File: config.mk
export PLATFORM = sky130hd
export DESIGN_NAME = luma_fx_unit
export DESIGN_NICKNAME = d
export VERILOG_FILES = /design/src/rtl/luma_fx_pkg.sv /design/src/rtl/luma_fx_mosaic.sv /design/src/rtl/luma_fx_tone.sv /design/src/rtl/luma_fx_unit.sv
export SDC_FILE = /design/constraint.sdc
export NUM_CORES = 1
export LEC_CHECK = 0
export BUFFER_PORTS_ARGS = -buffer_cell sky130_fd_sc_hd__buf_2
export CORE_ASPECT_RATIO = 0.75
export CORE_MARGIN = 3
export CORE_UTILIZATION = 55
export CTS_BUF_LIST = sky130_fd_sc_hd__clkbuf_4
export CTS_CLUSTER_DIAMETER = 30
export CTS_CLUSTER_SIZE = 20
export DETAILED_ROUTE_END_ITERATION = 8
export GPL_TIMING_DRIVEN = 0
export PLACE_DENSITY = 0.72
export SLEW_MARGIN = 40
export SYNTH_ARGS = -nofsm -noshare
export SYNTH_HDL_FRONTEND = slang
export SYNTH_SLANG_ARGS = --single-unit
File: constraint.sdc
create_clock -name clk_i -period 8.6 [get_ports clk_i]
set_input_delay 0 -clock clk_i [delete_from_list [all_inputs] [get_ports clk_i]]
set_output_delay 0 -clock clk_i [all_outputs]
set_load 0.05 [all_outputs]
File: src/rtl/luma_fx_pkg.sv
package luma_fx_pkg;
  localparam int unsigned PIX_W = 8;
  localparam logic [PIX_W-1:0] SEPIA_U = 8'hF0;  // -16
  localparam logic [PIX_W-1:0] SEPIA_V = 8'h14;  // +20

  // position mask inside a mosaic block (edge 4/8/16/32)
  function automatic logic [4:0] blk_mask(input logic [1:0] sz);
    case (sz)
      2'b00:   return 5'd3;
      2'b01:   return 5'd7;
      2'b10:   return 5'd15;
      default: return 5'd31;
    endcase
  endfunction
endpackage

File: src/rtl/luma_fx_mosaic.sv
module luma_fx_mosaic
  import luma_fx_pkg::*;
#(
  parameter int unsigned MAX_LINE = 256
) (
  input  logic             clk_i,
  input  logic             rst_ni,
  input  logic             vld_i,
  input  logic             line_start_i,
  input  logic             frame_start_i,
  input  logic             uv_sel_i,
  input  logic [PIX_W-1:0] y_i,
  input  logic [PIX_W-1:0] c_i,
  input  logic             mos_en_i,
  input  logic [1:0]       mos_size_i,
  output logic             vld_o,
  output logic             line_start_o,
  output logic             frame_start_o,
  output logic             uv_sel_o,
  output logic [PIX_W-1:0] y_o,
  output logic [PIX_W-1:0] c_o
);
  localparam int unsigned XW    = $clog2(MAX_LINE);
  localparam int unsigned BW    = XW - 2;
  localparam int unsigned DEPTH = MAX_LINE / 4;

  logic [XW-1:0]    x_q, x_cur;
  logic [4:0]       ln_q, ln_cur;
  logic [4:0]       mask;
  logic             blk_head, top_row;
  logic [2:0]       sh;
  logic [BW-1:0]    bidx;
  logic [PIX_W-1:0] hold_q, mos_val;
  logic [PIX_W-1:0] row_mem [DEPTH];

  always_comb begin
    x_cur = line_start_i ? '0 : x_q;
    if (frame_start_i)     ln_cur = '0;
    else if (line_start_i) ln_cur = ln_q + 5'd1;
    else                   ln_cur = ln_q;
  end

  assign mask     = blk_mask(mos_size_i);
  assign blk_head = (x_cur[4:0] & mask) == 5'd0;
  assign top_row  = (ln_cur & mask) == 5'd0;
  assign sh       = {1'b0, mos_size_i} + 3'd2;
  assign bidx     = BW'(x_cur >> sh);

  always_comb begin
    if (top_row) mos_val = blk_head ? y_i : hold_q;
    else         mos_val = row_mem[bidx];
  end

  always_ff @(posedge clk_i or negedge rst_ni) begin
    if (!rst_ni) begin
      x_q    <= '0;
      ln_q   <= '0;
      hold_q <= '0;
    end else if (vld_i) begin
      x_q    <= x_cur + XW'(1);
      ln_q   <= ln_cur;
      hold_q <= mos_val;
    end
  end

  // one entry per block column, written on the block's top line
  always_ff @(posedge clk_i) begin
    if (vld_i && top_row && blk_head) row_mem[bidx] <= y_i;
  end

  always_ff @(posedge clk_i or negedge rst_ni) begin
    if (!rst_ni) begin
      vld_o         <= 1'b0;
      line_start_o  <= 1'b0;
      frame_start_o <= 1'b0;
      uv_sel_o      <= 1'b0;
      y_o           <= '0;
      c_o           <= '0;
    end else begin
      vld_o         <= vld_i;
      line_start_o  <= vld_i & line_start_i;
      frame_start_o <= vld_i & frame_start_i;
      uv_sel_o      <= uv_sel_i;
      y_o           <= mos_en_i ? mos_val : y_i;
      c_o           <= c_i;
    end
  end

  AST_MOS_HOLD: assert property (@(posedge clk_i) disable iff (!rst_ni)
    (vld_i && $past(vld_i) && mos_en_i && !line_start_i && !blk_head) |=> $stable(y_o))
    else $error("mosaic sample changed inside a block");
endmodule

File: src/rtl/luma_fx_tone.sv
module luma_fx_tone
  import luma_fx_pkg::*;
(
  input  logic             clk_i,
  input  logic             rst_ni,
  input  logic             vld_i,
  input  logic             line_start_i,
  input  logic             frame_start_i,
  input  logic             uv_sel_i,
  input  logic [PIX_W-1:0] y_i,
  input  logic [PIX_W-1:0] c_i,
  input  logic             slc_en_i,
  input  logic             slc_pol_i,
  input  logic [PIX_W-1:0] slc_thr_i,
  input  logic             sol_en_i,
  input  logic [1:0]       sol_keep_i,
  input  logic             neg_en_i,
  input  logic             sepia_en_i,
  output logic             vld_o,
  output logic             line_start_o,
  output logic             frame_start_o,
  output logic             uv_sel_o,
  output logic [PIX_W-1:0] y_o,
  output logic [PIX_W-1:0] c_o
);
  logic [2:0]       sol_sh;
  logic [PIX_W-1:0] slc_val, sol_val, pt_val, y_nxt, c_nxt;

  assign sol_sh  = 3'd5 - {1'b0, sol_keep_i};
  assign slc_val = ((y_i >= slc_thr_i) == slc_pol_i) ? 8'hFF : 8'h00;
  assign sol_val = y_i << sol_sh;  // upper bits fall off, low bits zero

  always_comb begin
    if (slc_en_i)      pt_val = slc_val;
    else if (sol_en_i) pt_val = sol_val;
    else               pt_val = y_i;
    y_nxt = neg_en_i ? (8'hFF - pt_val) : pt_val;
    if (sepia_en_i) c_nxt = uv_sel_i ? SEPIA_V : SEPIA_U;
    else            c_nxt = c_i;
  end

  always_ff @(posedge clk_i or negedge rst_ni) begin
    if (!rst_ni) begin
      vld_o         <= 1'b0;
      line_start_o  <= 1'b0;
      frame_start_o <= 1'b0;
      uv_sel_o      <= 1'b0;
      y_o           <= '0;
      c_o           <= '0;
    end else begin
      vld_o         <= vld_i;
      line_start_o  <= line_start_i;
      frame_start_o <= frame_start_i;
      uv_sel_o      <= uv_sel_i;
      y_o           <= y_nxt;
      c_o           <= c_nxt;
    end
  end

  AST_SLICE_BINARY: assert property (@(posedge clk_i) disable iff (!rst_ni)
    $past(slc_en_i && !neg_en_i) |-> (y_o == 8'h00 || y_o == 8'hFF))
    else $error("slice output not binary");

  AST_SOL_LOW_CLEAR: assert property (@(posedge clk_i) disable iff (!rst_ni)
    $past(sol_en_i && !slc_en_i && !neg_en_i) |-> (y_o[1:0] == 2'b00))
    else $error("solarized low bits not cleared");

  AST_SEPIA_CONST: assert property (@(posedge clk_i) disable iff (!rst_ni)
    $past(sepia_en_i) |-> (c_o == ($past(uv_sel_i) ? SEPIA_V : SEPIA_U)))
    else $error("sepia chroma wrong");
endmodule

File: src/rtl/luma_fx_unit.sv
module luma_fx_unit
  import luma_fx_pkg::*;
#(
  parameter int unsigned MAX_LINE = 256
) (
  input  logic       clk_i,
  input  logic       rst_ni,
  input  logic       vld_i,
  input  logic       line_start_i,
  input  logic       frame_start_i,
  input  logic       uv_sel_i,
  input  logic [7:0] y_i,
  input  logic [7:0] c_i,
  input  logic       mos_en_i,
  input  logic [1:0] mos_size_i,
  input  logic       slc_en_i,
  input  logic       slc_pol_i,
  input  logic [7:0] slc_thr_i,
  input  logic       sol_en_i,
  input  logic [1:0] sol_keep_i,
  input  logic       neg_en_i,
  input  logic       sepia_en_i,
  output logic       vld_o,
  output logic       line_start_o,
  output logic       frame_start_o,
  output logic       uv_sel_o,
  output logic [7:0] y_o,
  output logic [7:0] c_o
);
  logic             s1_vld, s1_ls, s1_fs, s1_uv;
  logic [PIX_W-1:0] s1_y, s1_c;

  luma_fx_mosaic #(.MAX_LINE(MAX_LINE)) u_mosaic (
    .clk_i         (clk_i),
    .rst_ni        (rst_ni),
    .vld_i         (vld_i),
    .line_start_i  (line_start_i),
    .frame_start_i (frame_start_i),
    .uv_sel_i      (uv_sel_i),
    .y_i           (y_i),
    .c_i           (c_i),
    .mos_en_i      (mos_en_i),
    .mos_size_i    (mos_size_i),
    .vld_o         (s1_vld),
    .line_start_o  (s1_ls),
    .frame_start_o (s1_fs),
    .uv_sel_o      (s1_uv),
    .y_o           (s1_y),
    .c_o           (s1_c)
  );

  luma_fx_tone u_tone (
    .clk_i         (clk_i),
    .rst_ni        (rst_ni),
    .vld_i         (s1_vld),
    .line_start_i  (s1_ls),
    .frame_start_i (s1_fs),
    .uv_sel_i      (s1_uv),
    .y_i           (s1_y),
    .c_i           (s1_c),
    .slc_en_i      (slc_en_i),
    .slc_pol_i     (slc_pol_i),
    .slc_thr_i     (slc_thr_i),
    .sol_en_i      (sol_en_i),
    .sol_keep_i    (sol_keep_i),
    .neg_en_i      (neg_en_i),
    .sepia_en_i    (sepia_en_i),
    .vld_o         (vld_o),
    .line_start_o  (line_start_o),
    .frame_start_o (frame_start_o),
    .uv_sel_o      (uv_sel_o),
    .y_o           (y_o),
    .c_o           (c_o)
  );

  // edges seen since reset, saturating; gates the latency check
  logic [1:0] warm_q;
  always_ff @(posedge clk_i or negedge rst_ni) begin
    if (!rst_ni)              warm_q <= '0;
    else if (warm_q != 2'd2)  warm_q <= warm_q + 2'd1;
  end

  AST_FIXED_LATENCY: assert property (@(posedge clk_i) disable iff (!rst_ni)
    (warm_q == 2'd2) |-> (vld_o == $past(vld_i, 2)))
    else $error("valid latency not 2");
endmodule

== Yosys cells after proc, flatten, opt, wreduce, memory -nomap -nowiden ==
Memories as Yosys holds them, arrays and structs flattened.
Index checks and enable logic that the tools add are counted.

* Register bits: 61
* Memory bits (writable): 512
* Input port bits: 40
* Output and inout port bits: 20
* Logic and storage cells: 51
* Memories: 1

* $add $sub $neg: 5
* $lt $le $gt $ge: 1
* Eq/ne operators: 3
* Shift operators: 2
* Multiplexer cells: 15
* Bitwise logic cells: 4
* Reduce and logical (&&, ||, !) cells: 5

{| class="wikitable"
|+ Memories
! name !! depth !! bits a word !! read ports !! clocked after memory_dff !! write ports !! RTL line !! source
|-
| u_mosaic.row_mem || 64 || 8 || 1 || 0 || 1 || luma_fx_mosaic.sv:34 || <nowiki>logic [PIX_W-1:0] row_mem [DEPTH];</nowiki>
|}

{| class="wikitable"
|+ Operators by type and width
! cell !! count
|-
| 8-bit 2-to-1 mux || 10
|-
| 5-bit one-hot mux with 3 select lines || 1
|-
| 5-bit AND || 2
|-
| 5-bit logical NOT || 2
|-
| 5-bit 2-to-1 mux || 2
|-
| 8-bit by 1-bit adder with 8-bit output (second input constant) || 1
|-
| 8-bit greater-or-equal comparator || 1
|-
| 8-bit by 3-bit left shift with 8-bit output || 1
|-
| 8-bit by 3-bit >> shifter with 6-bit output || 1
|-
| 8-bit subtractor (first input constant) || 1
|-
| 5-bit by 1-bit adder with 5-bit output (second input constant) || 1
|-
| 2-bit by 2-bit adder with 3-bit output (second input constant) || 1
|-
| 3-bit by 2-bit subtractor with 3-bit output (first input constant) || 1
|-
| 1-bit AND || 2
|-
| 2-bit by 1-bit == test with 1-bit output (second input constant) || 1
|-
| 2-bit == test (second input constant) || 1
|-
| 1-bit logical AND || 2
|-
| 2-bit logical NOT || 1
|-
| 1-bit 2-to-1 mux || 2
|-
| 1-bit == test || 1
|}

== Longest topological paths before layout ==
Gate-level depths: netlist (run 1).

* Depth in word-level cells: 9
* Gate-level depth with buffers: 13
* Depth with buffers taken out: 10

== Modules after synthesis ==
Synthesis (run 1) repeated with hierarchy kept, for this count alone.

* Cell total of the unflattened synthesis: 1580
* Area, all modules: 23363.7 µm²

{| class="wikitable"
|+ Modules (own cells, without submodules)
! module !! times used !! cells each !! area an instance (µm²) !! seq. area each (µm²)
|-
| luma_fx_mosaic || 1 || 1431 || 21998.6 || 16400.7
|-
| luma_fx_tone || 1 || 149 || 1365.1 || 500.5
|}

== Worst setup path before layout (run 1) ==
OpenSTA, ideal clock, no wires.

* Path kind: register to register
* From: register u_mosaic.ln_q[0]
* To: memory u_mosaic.row_mem[14][0] (enable)
* Library setup time: 0.370 ns
* Arrival: 2.619 ns
* Required time: 8.230 ns
* Setup slack: 5.610 ns
* Stages on the path, launching flop included: 12
* Path buffers: 2
* Clock period less this slack: 2.990 ns
* Cells stage by stage: dfrtp_1 -> ha_1 -> a221oi_1 -> a41oi_1 -> a31oi_1 -> o311ai_1 -> clkbuf_1 -> nor2_1 -> and2_1 -> clkbuf_1 -> nand2_1 -> nor2_1

* Cells in the longest elaborated chain, start to end: 9

{| class="wikitable"
|+ RTL lines
! what !! RTL line !! source
|-
| start, declared || luma_fx_mosaic.sv:28 || <nowiki>logic [4:0] ln_q, ln_cur;</nowiki>
|-
| start signal, assigned || luma_fx_mosaic.sv:61 || <nowiki>ln_q <= ln_cur;</nowiki>
|-
| 5-bit by 1-bit adder with 5-bit output || luma_fx_mosaic.sv:39 || <nowiki>else if (line_start_i) ln_cur = ln_q + 5'd1;</nowiki>
|-
| 5-bit 2-to-1 mux (*) || luma_fx_mosaic.sv:39 ||
|-
| 5-bit 2-to-1 mux (*) || luma_fx_mosaic.sv:38 || <nowiki>if (frame_start_i) ln_cur = '0;</nowiki>
|-
| 5-bit AND (*) || luma_fx_mosaic.sv:45 || <nowiki>assign top_row = (ln_cur & mask) == 5'd0;</nowiki>
|-
| 5-bit logical NOT (*) || luma_fx_mosaic.sv:45 ||
|-
| 1-bit logical AND (*) (2 in series) || luma_fx_mosaic.sv:68 || <nowiki>if (vld_i && top_row && blk_head) row_mem[bidx] <= y_i;</nowiki>
|-
| 1-bit 2-to-1 mux (*) || luma_fx_mosaic.sv:68 ||
|-
| 1-bit 2-to-1 mux (not written as such) (*) || luma_fx_mosaic.sv:68 ||
|-
| end, declared || luma_fx_mosaic.sv:34 ||
|}

Mark *: on every way between the ends. The rest lies on a longest branch, timed or not.

== Final worst setup path (run 1) ==
* From: register u_mosaic.x_q[4]
* To: register u_mosaic.y_o[5]

* Cells in the longest elaborated chain, start to end: 6
* Elaborated cells between the ends (all ways): 8
* Classes of those cells: shift: 1; mux: 4; bitwise: 1; reduce/logical: 1; memory: 1

{| class="wikitable"
|+ RTL lines
! what !! RTL line !! source
|-
| start, declared || luma_fx_mosaic.sv:27 || <nowiki>logic [XW-1:0] x_q, x_cur;</nowiki>
|-
| start signal, assigned || luma_fx_mosaic.sv:60 || <nowiki>x_q <= x_cur + XW'(1);</nowiki>
|-
| 8-bit 2-to-1 mux (*) || luma_fx_mosaic.sv:37 || <nowiki>x_cur = line_start_i ? '0 : x_q;</nowiki>
|-
| branches (longest 3 deep; another with memory read 64 x 8 bit) || -- ||
|-
| 8-bit 2-to-1 mux (*) || luma_fx_mosaic.sv:50 || <nowiki>if (top_row) mos_val = blk_head ? y_i : hold_q;</nowiki>
|-
| 8-bit 2-to-1 mux (*) || luma_fx_mosaic.sv:84 || <nowiki>y_o <= mos_en_i ? mos_val : y_i;</nowiki>
|-
| end signal, assigned || luma_fx_mosaic.sv:84 ||
|-
| end, declared || luma_fx_mosaic.sv:20 || <nowiki>output logic [PIX_W-1:0] y_o,</nowiki>
|}

Every way passes the cells marked *.
A chain may end at the register's enable or synchronous reset.

==> run_results.csv, run 1 <==
group,metric,value,unit
status,status,"complete, no violations",
route,drt-pass1-iter-count,7,
synth,synthCells,1439,
floorplanning,core_region_area,0.04012,sq mm
global_routing,grtUsageMet1,46.29,%
synth,synthFlopType,"edfxtp_1",
synth,async_reset_ff_share,10.65,%
synth,ys_ff_latch,573,
timing,slew_viol_final,0,
synth,synth_compound_area_share,13.85,%
flow_run,cap_violations,0,
synth,yosys.area_share.simple,6.460,%
synth,syn-cell-area,0.02270,sq mm
clocking,clock_sinks,573,
worst_setup_path,critPathBufInv,5,
timing,fin_skew,0.08958,ns
timing,finalHoldViolCount,0,
synth,ys_types,86,
final_layout,layout-drive-gt1-share,21.22,%
floorplanning,die_h,181.9,um
synth,seq_area_frac_synth,74.45,%
global_routing,overflow,0,
route,drt_iter0_drc,3362,
worst_setup_path,worst_setup_path_end_kind,"flop",
placed_design,io_buffer_count,52,
clocking,clockBufferDepth,3,
worst_setup_path,crit_type,"flop to flop",
global_routing,grt.total_usage,33.80,%
clocking,cts_resized,0,
worst_setup_path,crit_slowest_cell,"o32ai_4",
worst_setup_path,path_max_fanout,10,
clocking,clkTransAtPathRegs,0.13,ns
global_routing,use_met3,16.03,%
synth,synth_nets,1490,
global_routing,met2_usage,45.87,%
min_path,min_path_type,"primary input to flop",
route,ant_nets,0,
placed_design,hpwl,45250,um
timing,setup_viol,0,
route,drc,0,
placed_design,gp_congestion,0.9930,
timing,period_needed,4.969,ns
floorplanning,die_w,240.6,um
floorplanning,floorplan.initialDensity,56.58,%
clocking,cts_root_buffer,"clkbuf_4",
synth,synth_fa_ha_area_share,0.6063,%
timing,rsz0062_at_grt,"false",
worst_setup_path,critPathLaunchType,"flop",
worst_setup_path,required,9.36,ns
synth,syn_avg_cell_area,15.78,sq um
global_routing,grt_max_degree,67,
clocking,cts_tree,"done",
timing,finalSetupTns,0,ns
route,via_per_inst,7.080,
route,wl,74060,um
clocking,numCtsBuffers,84,
clocking,htree_levels,3,
global_routing,grt_pass1_wl,103400,um
worst_setup_path,slowest_delay,0.81,ns
worst_setup_path,crit_chain,"buf_6, clkbuf_1, mux2i_1, o32ai_4, and2_1, buf_2, buf_2, a222oi_1, a31oi_1, a311oi_2, a31oi_1, dlygate4sd3_1",
floorplanning,rows,63,
timing,slew_headroom,31.39,%
final_layout,nets,1681,
pwr,fin_total_pwr,5750,uW
global_routing,antenna_found_initial,2,
pwr,power.leakage,0.008420,uW
synth,synthXorXnorAreaFrac,0.5016,%
timing,fmax,201.3,MHz
synth,synth_warnings,0,
synth,synth_top_family_by_area,"compound AO/OA/AOI/OAI gates",
floorplanning,pin_count,60,
final_layout,area_growth,13.15,%
clocking,post_cts.repair.setup_buffers,0,
synth,synth_mux_area_share,1.174,%
global_routing,grt_pass1_vias,14690,
worst_setup_path,cp_top_family,"compound AO/OA/AOI/OAI gates",
pwr,power.density,223.9,mW/mm^2
pwr,irDropWorstVdd,0.1763,mV
synth,synth_edf_count,512,
worst_setup_path,worstPathArrival,5.73,ns
route,vias,15730,
clocking,clk_latency,0.88,ns
timing,final.period_utilization,57.78,%
timing,worst_slew_pin_slew,1.023,ns
global_routing,grt_busiest_layer,"met1",
floorplanning,die-area,0.04377,sq mm
route,wl_per_cell,33.33,um
-- placed cells by master (no fill, tap or decap), types with 10 or more instances in the layout --
master         count
clkinvlp_4        16
nand2_1           66
nand3_1           33
dlygate4sd3_1     49
ha_1              11
a22oi_1           60
a21oi_1           37
nand4_1           14
buf_4             23
a31oi_1           36
a221oi_1          25
a211oi_1          13
clkinv_4          13
nor2_2            49
clkbuf_1          28
edfxtp_1         512
clkbuf_4          87
inv_1             33
a222oi_1          79
o22ai_1           21
buf_2             81
inv_6             13
nor2b_1           10
o21ai_0           39
a21o_1            15
and3_1            12
dfrtp_1           61
mux2i_1           14
nor2_1            40
-- what timing repair did --
item | 4_1_cts | 5_1_grt
hold buffers | 50 | 0
endpoints found under the setup margin | 0 | 0
endpoints found under the hold margin | 624 | 0
-- per-layer routing --
layer | wire length [um] | up-vias | part of all wire, %
met5 | 71 | - | 0.096
met4 | 3771 | 2 | 5.1
met3 | 13610 | 276 | 18
met2 | 30020 | 1505 | 41
met1 | 26580 | 7620 | 36
li1 | - | 6328 | -
-- cell usage after synthesis (6+ instances only) --
| master | instances | area (sq um) |
|---|---|---|
| dfrtp_1 | 61 | 1526 |
| a22oi_1 | 60 | 450.4 |
| and3_1 | 12 | 75.07 |
| buf_2 | 37 | 185.2 |
| nand2b_1 | 6 | 37.54 |
| nor2b_1 | 10 | 62.56 |
| a221oi_1 | 25 | 219.0 |
| a211oi_1 | 13 | 97.59 |
| ha_1 | 11 | 137.6 |
| nor3b_1 | 6 | 45.04 |
| nor2_1 | 88 | 330.3 |
| nand2_1 | 66 | 247.7 |
| o22ai_1 | 21 | 131.4 |
| o21ai_0 | 39 | 195.2 |
| xnor2_1 | 6 | 52.55 |
| inv_1 | 33 | 123.9 |
| buf_6 | 9 | 101.4 |
| a21oi_1 | 38 | 190.2 |
| edfxtp_1 | 512 | 15370 |
| clkbuf_1 | 33 | 123.9 |
| xor2_1 | 7 | 61.31 |
| mux2_2 | 6 | 67.56 |
| nand4_1 | 14 | 87.58 |
| buf_4 | 11 | 82.58 |
| mux2i_1 | 14 | 140.1 |
| a222oi_1 | 79 | 790.8 |
| a21o_1 | 15 | 112.6 |
| a22o_1 | 9 | 78.83 |
| o21a_1 | 6 | 45.04 |
| nand3_1 | 33 | 165.2 |
| nand3b_1 | 6 | 45.04 |
| and2_1 | 9 | 56.30 |
| and4_1 | 9 | 78.83 |
| a31oi_1 | 36 | 225.2 |
| a221o_1 | 9 | 90.09 |
-- worst min-delay path, cell delays in order --
cell,delay (ns)
buf_2,0.09
inv_1,0.05
ha_1,0.14
o41a_1,0.22
xnor2_1,0.13
a21oi_1,0.19
xnor2_1,0.09
-- layout make-up --
type                            count  area (sq um)
Clock inverter                     70         684.4
Clock buffer                       87         653.1
Fill cell                        2892         14440
Multi-Input combinational cell    736          5291
Antenna cell                        1         2.502
Inverter                           33         123.9
Buffer                             97         554.3
Sequential cell                   573         16900
Timing Repair Buffer              105         823.3
Tap cell                          520         650.6
-- flip-flops by register name, indices dropped and copies added, names as in the netlist --
signal                  flops
u_tone.frame_start_o        1
u_mosaic.row_mem          512
u_tone.uv_sel_o             1
u_mosaic.ln_q               5
u_tone.vld_o                1
u_mosaic.frame_start_o      1
u_tone.line_start_o         1
u_mosaic.line_start_o       1
u_mosaic.hold_q             8
u_tone.c_o                  8
u_mosaic.c_o                8
u_mosaic.vld_o              1
u_mosaic.y_o                8
u_mosaic.x_q                8
u_tone.y_o                  8
u_mosaic.uv_sel_o           1
-- worst paths after layout --
| check | startpoint | end | slack [ns] | cells after the start |
|---|---|---|---|---|
| hold reg to reg | u_mosaic.frame_start_o$_DFF_PN0_ | u_tone.frame_start_o$_DFF_PN0_ | 0.36 | 0 |
| min in group asynchronous | rst_ni | u_tone.c_o[0]$_DFF_PN0_ | 0.27 | 4 |
| setup reg to reg | u_mosaic.x_q[4]$_DFFE_PN0P_ | u_mosaic.y_o[5]$_DFF_PN0_ | 3.63 | 12 |
| setup / recovery | u_mosaic.x_q[4]$_DFFE_PN0P_ | u_mosaic.y_o[5]$_DFF_PN0_ | 3.63 | 12 |
| max in group asynchronous | rst_ni | u_mosaic.x_q[6]$_DFFE_PN0P_ | 8.08 | 4 |
| hold / removal | slc_thr_i[5] | u_tone.y_o[4]$_DFF_PN0_ | 0.13 | 7 |
-- power breakdown --
group | internal [uW] | leakage [uW] | switching, uW
Sequential | 3090 | 0.00533 | 37.5
Clock | 767 | 0.000694 | 1160
Combinational | 219 | 0.00239 | 481
Total | 4070 | 0.00842 | 1680
-- logic make-up (layout without fill, tap and decap cells) --
kind of cell    count (synthesis)  in the layout
mux                            23             23
other cells                     0              1
compound gates                401            401
xor+xnor                       13             13
buf+inv                       130            392
simple gates                  288            288
flops                         573            573
fa+ha+maj                      11             11
-- through the flow --
step	instances	setup WS [ns]	util (%)	hold WS, ns	area [sq um]
6_report	2222	3.631	64.02	0.1264	25680
5_1_grt	2222	3.678	64.02	0.1481	25680
4_1_cts	2220	3.939	63.81	0.08838	25600
3_5_place_dp	2013	3.955	59.18	0.1091	23750
3_3_place_gp	2011	3.810	58.85	0.1085	23610
2_1_floorplan	1439	5.610	-	-0.2956	22700
(Power assumes the default switching activity.)
==> run 2: changes to the inputs <==
--- a/config.mk
+++ b/config.mk
@@ -5,6 +5,7 @@
 export SDC_FILE = /design/constraint.sdc
 export NUM_CORES = 1
 export LEC_CHECK = 0
+export ABC_AREA = 1
 export BUFFER_PORTS_ARGS = -buffer_cell sky130_fd_sc_hd__buf_2
 export CORE_ASPECT_RATIO = 0.75
 export CORE_MARGIN = 3
==> constraint.sdc (replaced) <==
create_clock -name clk_i -period 5.1 [get_ports clk_i]
set_input_delay 0 -clock clk_i [delete_from_list [all_inputs] [get_ports clk_i]]
set_output_delay 0 -clock clk_i [all_outputs]
set_load 0.05 [all_outputs]
==> run 2 against run 1 <==
Global-route usage up 0.60 points. Clock skew is 0.021 ns lower. Clock power increased by 98%. Hold slack got worse by 0.071 ns. Combinational power grew 53%. Clock-buffer cell count is 26 higher. First-iteration DRC count decreased by 21%. Design area up 7.8%. Power up 76%. Final cell count increased by 43%. Flip-flop and latch count did not move.
==> run_results.csv, run 2 <==
group,metric,value,unit
route,drc,0,
synth,syn-cell-area,0.02423,sq mm
floorplanning,floorplan.initialDensity,56.64,%
final_layout,final_common_cell,"nand2_1",
floorplanning,die-area,0.04664,sq mm
route,vias,18320,
worst_setup_path,rr_worst_depth,16,
worst_setup_path,required,5.96,ns
timing,finalSetupTns,0,ns
clocking,cts_tree,"done",
floorplanning,core_region_area,0.04278,sq mm
final_layout,layout-drive-gt1-share,15.11,%
global_routing,antenna_found_initial,3,
timing,slew_viol_final,0,
final_layout,seqCellArea,0.01690,sq mm
clocking,numCtsBuffers,96,
worst_setup_path,path_max_fanout,10,
synth,synth_warnings,0,
status,status,"complete, no violations",
final_layout,area_growth,14.30,%
pwr,power.leakage,0.01128,uW
global_routing,grt.total_usage,34.40,%
final_layout,final_cell_mix,"1,144 x nand2_1, 512 x edfxtp_1, 113 x clkbuf_4",
floorplanning,die_w,248.4,um
final_layout,nFillCells,3351,
clocking,cts_root_buffer,"clkbuf_4",
final_layout,fin_util,64.74,%
route,wl,78980,um
timing,slew_headroom,36.87,%
clocking,clock_sinks,573,
min_path,min_path_type,"primary input to flop",
timing,fin_skew,0.06890,ns
placed_design,io_buffer_count,54,
timing,finalHoldViolCount,0,
floorplanning,rows,65,
flow_run,cap_violations,0,
synth,synth_edf_count,512,
synth,yosysTopAreaCell,"edfxtp_1",
route,drt-pass1-iter-count,7,
pwr,power.density,364.6,mW/mm^2
final_layout,largest_register,"u_mosaic.row_mem",
global_routing,grt_pass1_wl,113400,um
global_routing,grt_max_degree,67,
timing,setup_viol,0,
timing,period_needed,4.164,ns
synth,syn_avg_cell_area,10.48,sq um
route,wl_per_cell,24.84,um
pwr,fin_total_pwr,10100,uW
timing,hold_slack,0.05519,ns
worst_setup_path,worstPathArrival,5.03,ns
synth,yosys-top-cells-count,"1,144 x nand2_1, 512 x edfxtp_1, 141 x nor2_1, 104 x nand3_1, 77 x inv_1",
worst_setup_path,worst_setup_path_end_kind,"flop",
clocking,clockBufferDepth,3,
floorplanning,pin_count,60,
synth,netlist_top_cells_area,"edfxtp_1 63%, nand2_1 18%, dfrtp_1 6.3%, nor2_1 2.2%, nand3_1 2.1%",
timing,worst_slew_pin_slew,0.9470,ns
synth,synthCells,2312,
placed_design,placed_area,0.02538,sq mm
final_layout,nets,2575,
pwr,irDropWorstVdd,0.2786,mV
global_routing,grt_pass1_vias,16950,
synth,seq_area_frac_synth,69.75,%
final_layout,multiInputGateArea,0.006659,sq mm
synth,ys_ff_latch,573,
clocking,htree_levels,3,
synth,ys_types,40,
placed_design,gp_congestion,1.003,
route,drt_iter0_drc,2668,
worst_setup_path,critPathLaunchType,"flop",
timing,rsz0062_at_grt,"false",
global_routing,overflow,0,
synth,synthFlopType,"edfxtp_1",
synth,async_reset_ff_share,10.65,%
route,via_per_inst,5.763,
synth,synth_nets,2363,
synth,synth_most_common_cell,"nand2_1",
clocking,clk_latency,0.92,ns
timing,fmax,240.2,MHz
worst_setup_path,crit_type,"flop to flop",
timing,final.period_utilization,81.65,%
clocking,clkTransAtPathRegs,0.13,ns
placed_design,hpwl,51350,um
min_path,hold_path_depth,6,
synth,synth_top_area_share,63.45,%
final_layout,fin_area,0.02770,sq mm
final_layout,largest_reg_flops,512,
route,ant_nets,0,
floorplanning,die_h,187.8,um
run 2: cell count changes after synthesis, sizes merged, moves of 52 or more:
cell,change
a222oi,-79
nor2,+59
a22oi,-60
nand2,+1084
nand3,+74
inv,+52
run 2: metal layers:
layer	track usage [%]	wire length [um]	vias up
met5	0	0	-
met4	11.20	2767	0
met3	12.59	11770	186
met2	47.67	32860	1239
met1	50.58	31580	8716
li1	-	-	8178
run 2: cell type report:
| class | count | share of cell area, % |
|---|---|---|
| well taps | 569 | 2.571 |
| clock buffers | 113 | 3.063 |
| plain buffers | 93 | 1.861 |
| clock inverters | 69 | 2.905 |
| flip-flops and latches | 573 | 61.03 |
| inverters | 86 | 1.175 |
| multi-input cells | 1560 | 24.04 |
| diodes | 2 | 0.01807 |
| repair buffers | 114 | 3.339 |
run 2: worst paths after layout:
| check | startpoint | end | slack (ns) |
|---|---|---|---|
| min reg2reg | u_mosaic.vld_o$_DFF_PN0_ | u_tone.vld_o$_DFF_PN0_ | 0.35 |
| max in group asynchronous | rst_ni | u_mosaic.c_o[6]$_DFF_PN0_ | 4.60 |
| max reg2reg | u_mosaic.x_q[6]$_DFFE_PN0P_ | u_mosaic.y_o[2]$_DFF_PN0_ | 0.94 |
| max | u_mosaic.x_q[6]$_DFFE_PN0P_ | u_mosaic.y_o[2]$_DFF_PN0_ | 0.94 |
| min | vld_i | u_mosaic.x_q[2]$_DFFE_PN0P_ | 0.06 |
| min in group asynchronous | rst_ni | u_mosaic.y_o[2]$_DFF_PN0_ | 0.14 |
run 2: kinds of logic after synthesis:
group	count (synthesis)	share of synthesized area, %
xor+xnor	12	0.4337
fa+ha+maj	11	0.5680
flops	573	69.75
buf+inv	179	3.455
simple gates	1458	23.95
mux	2	0.08778
compound gates	77	1.750
run 2: where the power goes:
group | internal (uW) | switching, uW
Combinational | 285 | 787
Clock | 1870 | 1950
Sequential | 5170 | 31.9
run 2: per-stage QoR:
step	std cells	worst slack, ns
floorplan	2312	2.616
global placement	2935	1.387
detailed placement	2935	1.406
CTS	3176	1.137
global route	3179	0.9025
finish	3179	0.9360
run 2: worst max-delay path: stages (launching register included):
cell	delay, ns
dfrtp_1	0.45
nand3_1	0.14
nand3_1	0.14
nand2_4	0.17
nand2_2	0.10
inv_2	0.29
clkbuf_1	0.75
nand2_1	0.11
nand4_1	0.22
nand2_1	0.12
nand2_1	0.10
nor2_1	0.08
nand3_1	0.17
nand3_1	0.08
dlygate4sd3_1	0.57
nand2_1	0.06
dlygate4sd3_1	0.55
run 2: what timing repair did:
action                    in CTS  in global routing
resized for setup              0                  0
hold buffers                  59                  0
buffers inserted               0                  0
hold endpoints to repair     630                  0
